`src/rtl/stall_pkg.sv`:
```
package stall_pkg;
  localparam int NUM_CAUSES = 3;
  localparam int STAT_W     = 32;

  typedef enum logic [1:0] {
    CAUSE_MISSQ = 2'd0,
    CAUSE_WRBUF = 2'd1,
    CAUSE_NOTGT = 2'd2
  } cause_e;

  function automatic int lowest_set(input logic [NUM_CAUSES-1:0] vec);
    int idx;
    idx = 0;
    for (int i = NUM_CAUSES - 1; i >= 0; i--) begin
      if (vec[i]) idx = i;
    end
    return idx;
  endfunction
endpackage

```
`src/rtl/stall_buf_track.sv`:
```
module stall_buf_track #(
  parameter int DEPTH = 4
) (
  input  logic clk,
  input  logic rst_n,
  input  logic alloc_i,
  input  logic svc_i,
  output logic accept_o,
  output logic full_o,
  output logic set_o,
  output logic clr_o
);
  localparam int OCC_W = $clog2(DEPTH + 1);
  localparam logic [OCC_W-1:0] FULL_LVL = OCC_W'(DEPTH);

  logic [OCC_W-1:0] occ_q, occ_d;
  logic             drain;

  always_comb begin
    accept_o = alloc_i && (occ_q != FULL_LVL);
    drain    = svc_i && (occ_q != '0);
    occ_d    = occ_q;
    if (accept_o && !drain)      occ_d = occ_q + 1'b1;
    else if (drain && !accept_o) occ_d = occ_q - 1'b1;
    full_o   = (occ_q == FULL_LVL);
    set_o    = accept_o && (occ_d == FULL_LVL);
    clr_o    = full_o && drain && (occ_d != FULL_LVL);
  end

  always_ff @(posedge clk) begin
    if (!rst_n) occ_q <= '0;
    else        occ_q <= occ_d;
  end

  AST_OCC_BOUND: assert property (@(posedge clk) disable iff (!rst_n)
    occ_q <= FULL_LVL);

  AST_FULL_HOLDS_NO_SVC: assert property (@(posedge clk) disable iff (!rst_n)
    (full_o && !svc_i) |=> full_o);
endmodule

```
`src/rtl/stall_cause_mask.sv`:
```
module stall_cause_mask
  import stall_pkg::*;
#(
  parameter int NC = NUM_CAUSES,
  parameter int CW = STAT_W
) (
  input  logic           clk,
  input  logic           rst_n,
  input  logic [NC-1:0]  set_i,
  input  logic [NC-1:0]  clr_i,
  output logic [NC-1:0]  mask_o,
  output logic           stall_o,
  output logic [NC*CW-1:0] episode_o,
  output logic [NC*CW-1:0] cycles_o
);
  logic [NC-1:0] mask_q, merged, mask_d;
  logic [CW-1:0] now_q, start_q, start_eff, elapsed;
  logic [CW-1:0] epi_q [NC];
  logic [CW-1:0] cyc_q [NC];
  logic          stall_q, opening, closing;
  int            open_idx, close_idx;

  always_comb begin
    merged    = mask_q | set_i;
    mask_d    = merged & ~clr_i;
    opening   = (mask_q == '0) && (set_i != '0);
    closing   = (merged != '0) && (mask_d == '0);
    open_idx  = lowest_set(set_i);
    close_idx = lowest_set(merged & clr_i);
    start_eff = (mask_q == '0) ? now_q : start_q;
    elapsed   = now_q - start_eff;
  end

  always_ff @(posedge clk) begin
    if (!rst_n) begin
      mask_q  <= '0;
      now_q   <= '0;
      start_q <= '0;
      stall_q <= 1'b0;
      for (int c = 0; c < NC; c++) begin
        epi_q[c] <= '0;
        cyc_q[c] <= '0;
      end
    end else begin
      now_q  <= now_q + 1'b1;
      mask_q <= mask_d;
      if (opening) start_q <= now_q;
      if (mask_q == '0 && mask_d != '0) stall_q <= 1'b1;
      else if (mask_d == '0)            stall_q <= 1'b0;
      for (int c = 0; c < NC; c++) begin
        if (opening && open_idx == c)  epi_q[c] <= epi_q[c] + 1'b1;
        if (closing && close_idx == c) cyc_q[c] <= cyc_q[c] + elapsed;
      end
    end
  end

  for (genvar g = 0; g < NC; g++) begin : g_flat
    assign episode_o[g*CW +: CW] = epi_q[g];
    assign cycles_o[g*CW +: CW]  = cyc_q[g];
  end

  assign mask_o  = mask_q;
  assign stall_o = stall_q;

  AST_STALL_TRACKS_MASK: assert property (@(posedge clk) disable iff (!rst_n)
    stall_o == (mask_q != '0));

  AST_EPISODE_FROM_EMPTY: assert property (@(posedge clk) disable iff (!rst_n)
    (episode_o != $past(episode_o)) |-> ($past(mask_q) == '0));

  AST_CHARGE_WHEN_EMPTY: assert property (@(posedge clk) disable iff (!rst_n)
    (cycles_o != $past(cycles_o)) |-> (mask_q == '0));
endmodule

```
`src/rtl/stall_alloc_seq.sv`:
```
module stall_alloc_seq #(
  parameter int ADDR_W     = 32,
  parameter int LINE_BYTES = 64,
  parameter int SEQ_W      = 16
) (
  input  logic              clk,
  input  logic              rst_n,
  input  logic              miss_acc_i,
  input  logic              wb_acc_i,
  input  logic [ADDR_W-1:0] miss_addr_i,
  output logic [SEQ_W-1:0]  miss_seq_o,
  output logic [SEQ_W-1:0]  wb_seq_o,
  output logic [ADDR_W-1:0] miss_line_o
);
  localparam int OFS_W = $clog2(LINE_BYTES);
  localparam logic [ADDR_W-1:0] OFS_MASK = ADDR_W'(LINE_BYTES - 1);

  logic [SEQ_W-1:0] seq_q;
  logic [1:0]       n_acc;

  assign n_acc       = {1'b0, miss_acc_i} + {1'b0, wb_acc_i};
  assign miss_seq_o  = seq_q;
  assign wb_seq_o    = seq_q + SEQ_W'(miss_acc_i);
  assign miss_line_o = miss_addr_i & ~OFS_MASK;

  always_ff @(posedge clk) begin
    if (!rst_n) seq_q <= '0;
    else        seq_q <= seq_q + SEQ_W'(n_acc);
  end

  initial begin
    AST_LINE_POW2: assert ((1 << OFS_W) == LINE_BYTES);
  end

  AST_SEQ_STEP: assert property (@(posedge clk) disable iff (!rst_n)
    (SEQ_W'(seq_q - $past(seq_q)) <= SEQ_W'(2)));
endmodule

```
`src/rtl/cache_stall_ctrl.sv`:
```
module cache_stall_ctrl
  import stall_pkg::*;
#(
  parameter int DEPTH      = 4,
  parameter int ADDR_W     = 32,
  parameter int LINE_BYTES = 64,
  parameter int SEQ_W      = 16
) (
  input  logic                         clk,
  input  logic                         rst_n,
  input  logic                         miss_alloc_i,
  input  logic                         miss_svc_i,
  input  logic [ADDR_W-1:0]            miss_addr_i,
  input  logic                         wb_alloc_i,
  input  logic                         wb_svc_i,
  input  logic                         notgt_set_i,
  input  logic                         notgt_clr_i,
  output logic                         stall_o,
  output logic [NUM_CAUSES-1:0]        cause_mask_o,
  output logic                         miss_full_o,
  output logic                         wb_full_o,
  output logic [SEQ_W-1:0]             miss_seq_o,
  output logic [SEQ_W-1:0]             wb_seq_o,
  output logic [ADDR_W-1:0]            miss_line_o,
  output logic [NUM_CAUSES*STAT_W-1:0] episode_cnt_o,
  output logic [NUM_CAUSES*STAT_W-1:0] stall_cyc_o
);
  localparam int NQ = 2;

  logic [NQ-1:0] q_alloc, q_svc, q_acc, q_full, q_set, q_clr;
  logic [NUM_CAUSES-1:0] set_vec, clr_vec;

  assign q_alloc = {wb_alloc_i, miss_alloc_i};
  assign q_svc   = {wb_svc_i, miss_svc_i};

  for (genvar q = 0; q < NQ; q++) begin : g_queue
    stall_buf_track #(.DEPTH(DEPTH)) u_track (
      .clk     (clk),
      .rst_n   (rst_n),
      .alloc_i (q_alloc[q]),
      .svc_i   (q_svc[q]),
      .accept_o(q_acc[q]),
      .full_o  (q_full[q]),
      .set_o   (q_set[q]),
      .clr_o   (q_clr[q])
    );
  end

  always_comb begin
    set_vec = '0;
    clr_vec = '0;
    set_vec[CAUSE_MISSQ] = q_set[0];
    set_vec[CAUSE_WRBUF] = q_set[1];
    set_vec[CAUSE_NOTGT] = notgt_set_i;
    clr_vec[CAUSE_MISSQ] = q_clr[0];
    clr_vec[CAUSE_WRBUF] = q_clr[1];
    clr_vec[CAUSE_NOTGT] = notgt_clr_i;
  end

  stall_cause_mask #(.NC(NUM_CAUSES), .CW(STAT_W)) u_mask (
    .clk      (clk),
    .rst_n    (rst_n),
    .set_i    (set_vec),
    .clr_i    (clr_vec),
    .mask_o   (cause_mask_o),
    .stall_o  (stall_o),
    .episode_o(episode_cnt_o),
    .cycles_o (stall_cyc_o)
  );

  stall_alloc_seq #(.ADDR_W(ADDR_W), .LINE_BYTES(LINE_BYTES), .SEQ_W(SEQ_W)) u_seq (
    .clk        (clk),
    .rst_n      (rst_n),
    .miss_acc_i (q_acc[0]),
    .wb_acc_i   (q_acc[1]),
    .miss_addr_i(miss_addr_i),
    .miss_seq_o (miss_seq_o),
    .wb_seq_o   (wb_seq_o),
    .miss_line_o(miss_line_o)
  );

  assign miss_full_o = q_full[0];
  assign wb_full_o   = q_full[1];

  AST_FULL_SETS_CAUSE: assert property (@(posedge clk) disable iff (!rst_n)
    $rose(miss_full_o) |-> cause_mask_o[CAUSE_MISSQ]);

  AST_WB_FULL_SETS_CAUSE: assert property (@(posedge clk) disable iff (!rst_n)
    $rose(wb_full_o) |-> cause_mask_o[CAUSE_WRBUF]);
endmodule

```
`config.mk`:
```
export PLATFORM = sky130hd
export DESIGN_NAME = cache_stall_ctrl
export DESIGN_NICKNAME = d
export VERILOG_FILES = /design/src/rtl/stall_pkg.sv /design/src/rtl/stall_buf_track.sv /design/src/rtl/stall_cause_mask.sv /design/src/rtl/stall_alloc_seq.sv /design/src/rtl/cache_stall_ctrl.sv
export SDC_FILE = /design/constraint.sdc
export NUM_CORES = 1
export LEC_CHECK = 0
export ABC_CLOCK_PERIOD_IN_PS = 7200
export CAP_MARGIN = 40
export CORE_MARGIN = 10
export CORE_UTILIZATION = 49
export DETAILED_ROUTE_END_ITERATION = 7
export DONT_BUFFER_PORTS = 1
export PLACE_DENSITY_LB_ADDON = 0.3
export SYNTH_ARGS = -nofsm -noshare
export SYNTH_HDL_FRONTEND = slang
export SYNTH_HIERARCHICAL = 1
export SYNTH_SLANG_ARGS = --single-unit
export TNS_END_PERCENT = 100
```
`constraint.sdc`:
```
create_clock -name clk -period 7.2 [get_ports clk]
set_input_delay 0.72 -clock clk [delete_from_list [all_inputs] [get_ports clk]]
set_output_delay 0.72 -clock clk [all_outputs]
set_load 0.05 [all_outputs]
```
==> metrics.md <==
| Metric | Value |
|---|---|
| Status | finished, final reports clean |
| Synth Cell Area | 19600 sq um |
| CP startpoint | u_mask/mask_o[2]$_SDFF_PN0_ |
| FF/Latch Area | ~7600 sq um |
| Crit path capture | u_mask/cyc_q[0][95]$_SDFFCE_PP0P_ |
| Crit share post-route | 0.873 |
| CP Class | reg -> reg |
| Synthesis-to-finish area growth | 8.14% |
| Worst Setup End Kind | register |
| Area leader, netlist | edfxtp_1 |
| Post-CTS Setup Inserts | 0 |
| Distinct cells, synth | 78 |
| Die Area | 48400 sq um |
| Unrepaired setup endpoints after global routing | no |
| Number of synthesized flops with an enable pin | 192 |
| Fmax | 159 MHz |
| Total power | around 7.4 mW |
| CTS tree | done |
| # diodes | 0 |
| Post-detail-place hpwl | 36.0 mm |
| CTS sink count | roughly 280 |
| Post-route setup TNS | 0 ns |
| Longest Clk Path Bufs | 3 |
| # IOs | 302 |
| Die width | 220 um |
| Worst Tran Pin Value | 0.871 ns |
| CTS resizes | 0 |
| Cell Area, Placed | 20100 sq um |
| First-pass GRT wire length | 77.7 mm |
| Fin crit period | between 6 and 7 ns |
| Async SR Flop Fraction | 0 |
| Seq/Total Area, Yosys | 0.386 |
| Chip height | 220 um |
| Number of fill cells | about 3.6k |
| Finished Layout Cells | 2643 |
| Yosys top cell area share | 0.294 |
| Final instance area | 21200 sq um |
| Reg-to-Reg Start | u_mask/mask_o[2]$_SDFF_PN0_ |
| Reg-to-reg slack, setup | ~0.91 ns |
| Reg2reg end | u_mask/cyc_q[0][95]$_SDFFCE_PP0P_ |
| IR Drop Worst-Case VDD | about 220 uV |
| Worst setup margin | 0.914 ns |
| Vias per cell | approximately 5.8 |
| All-Layer GR Usage | 0.196 |
| Post-layout util | 0.534 |
| Num CTS Buffers | 34 |
| Wirelength per Cell | around 18 um |
| Area of the multi-input gates | 11400 sq um |
| Setup violators final | 0 |
| IO buf count | 0 |
| Root Driver | clkbuf_16 |
| Most frequent cells in the layout | nor2_1 (260), edfxtp_1 (192), nand2_1 (185) |
| Slew HR | 0.417 |
| Pwr/cell area | 350 nW/um^2 |
| Clock skew | between 0.02 and 0.03 ns |
| Clk_lat worst skew | 0.55 ns |
| DRT Pass-1 Iters | 7 |
| Top post-synthesis cells by area | edfxtp_1 (29%), ha_1 (9.7%), dfxtp_1 (9.2%) |
| Post-route ant nets | 0 |
| Syn avg cell area | between 9 and 10 sq um |
| Post-Synthesis Cells | 2109 |
| Worst r2r path cells | 24 |
| GP Congestion | 0.922 |
| Critical Path AT | 6.56 ns |
| Worst setup SP type | register |
| DRC marker count from the first detailed-route iteration | 1231 |
| Vias in the first global route | 14.5k |
| Core region area | ~40000 sq um |
| Fin. Hold Viols | 0 |
| Post-Route WL | 48.8 mm |
| Main synth FF type | edfxtp_1 |
| Grt total ovfl | 0 |
| Largest net degree at the start of global routing | 97 |
| Synthesized flop and latch total | 282 |
| Hold-fix buffers, CTS | 0 |
| Critical Path Fanout Max | 25 |
| Leakage | 8.61 nW |
| Share of layout cells above drive strength 1 | 0.0557 |
| Commonest non-fill, non-tap cell in the layout | nor2_1 |
| Layout Nets | 2290 |
| Antenna violations before repair | 1 |
| Htree depth | 2 |
| Setup WS pre-CTS | approximately 0.93 ns |
| Placed cells | ~2.6k |
| Initial Utilization | 0.494 |
| DRC errors left | 0 |
| Final slew viol count | 0 |
| Row count | between 70 and 80 |
| Vias | roughly 15k |
| Yosys warning count | 6 |
| Worst EP required | roughly 7.5 ns |
| Clk pin slew, worst setup/hold paths | roughly 0.060 ns |
| Max cap viols | 0 |
| Fin Hold WS | 0.264 ns |
| Tightest Hold Check Type | in -> reg |
worst max-delay path, stage by stage (launching register included):
cell       delay [ns]
dfxtp_1          0.30
buf_4            0.20
nor3_2           0.19
buf_4            0.28
buf_4            0.44
mux2i_1          0.24
ha_1             0.31
a21oi_1          0.18
nand2b_1         0.08
or3_1            0.35
a211oi_1         0.44
or2_2            0.25
nor2_1           0.05
nor2_1           0.11
xnor2_1          0.31
ha_1             0.38
nand2_1          0.12
o31ai_1          0.10
a2111oi_0        0.55
a221oi_2         0.19
a211o_1          0.31
o21ai_1          0.21
xnor2_1          0.16
o21ai_0          0.11
nor3b_1          0.14
routing by layer:
metal | wire length, um | track usage
met1 | 21100 | 0.251
met2 | 22500 | 0.317
met3 | 3970 | 0.0531
met4 | 1160 | 0.0562
met5 | 0 | 0
how the worst min path moves through the flow:
stage,startpoint,to,depth (start not counted)
after floorplan,u_mask/start_q[0]$_SDFFE_PN0P_,u_mask/start_q[0]$_SDFFE_PN0P_,2
after global placement,u_mask/start_q[4]$_SDFFE_PN0P_,u_mask/start_q[4]$_SDFFE_PN0P_,2
after detailed placement,u_mask/start_q[28]$_SDFFE_PN0P_,u_mask/start_q[28]$_SDFFE_PN0P_,2
after CTS,notgt_clr_i,u_mask/mask_o[2]$_SDFF_PN0_,1
after global routing,notgt_clr_i,u_mask/mask_o[2]$_SDFF_PN0_,1
final,notgt_clr_i,u_mask/mask_o[2]$_SDFF_PN0_,1
power breakdown:
part,switching (mW),internal (mW)
Clock,0.695,1.04
Sequential,0.953,2.03
Combinational,1.61,1.08
cell type report:
class                      instances  area share
clock buffer                      49      0.0453
clock inverter                    12     0.00721
inverter                          46     0.00815
multi-input combinational       1696       0.538
sequential                       282       0.357
tap                              525      0.0310
timing repair buffer              33      0.0130
cell families (layout without fill, tap and decap cells):
logic type      after synthesis  count (layout)  share of synthesized area
simple gates                820             820                      0.204
other cells                   1               6                   0.000191
mux                          40              40                     0.0205
buf+inv                     136             140                     0.0363
flops                       282             282                      0.386
compound gates              459             459                      0.155
xor+xnor                    214             214                     0.0957
fa+ha+maj                   157             157                      0.102
Yosys cell counts, types with 7 or more instances:
cell type  instances
dfxtp_1           90
nor2_1           260
and3_1            52
xnor2_1           99
a31oi_1            9
o21ai_0           81
clkbuf_1          40
nor4_1            10
and4_1            10
o21ai_1           12
a211o_1            7
nand4_1           27
ha_1             152
nor2b_1           24
inv_1             46
nand2b_1          19
o21bai_1          16
nor3b_1           11
xor2_1           115
nand3_1           73
or2_2              7
edfxtp_1         192
nand2_1          186
a21boi_0          37
a21o_1            57
mux2i_1           39
a21oi_1          119
buf_4             34
nor3_1            36
o211ai_1          12
o21a_1            24
and2_1            50
or3_1             27
a211oi_1          21
o31ai_1           12
state kept, by name, indices dropped and copies added (netlist names):
signal,flops
g_queue.u_track/occ_q,6
u_mask/stall_o,1
u_mask/now_q,32
u_mask/start_q,32
u_mask/epi_q,96
u_seq/miss_seq_o,16
u_mask/mask_o,3
u_mask/cyc_q,96
Note: power is estimated with default switching activity, not from simulation.
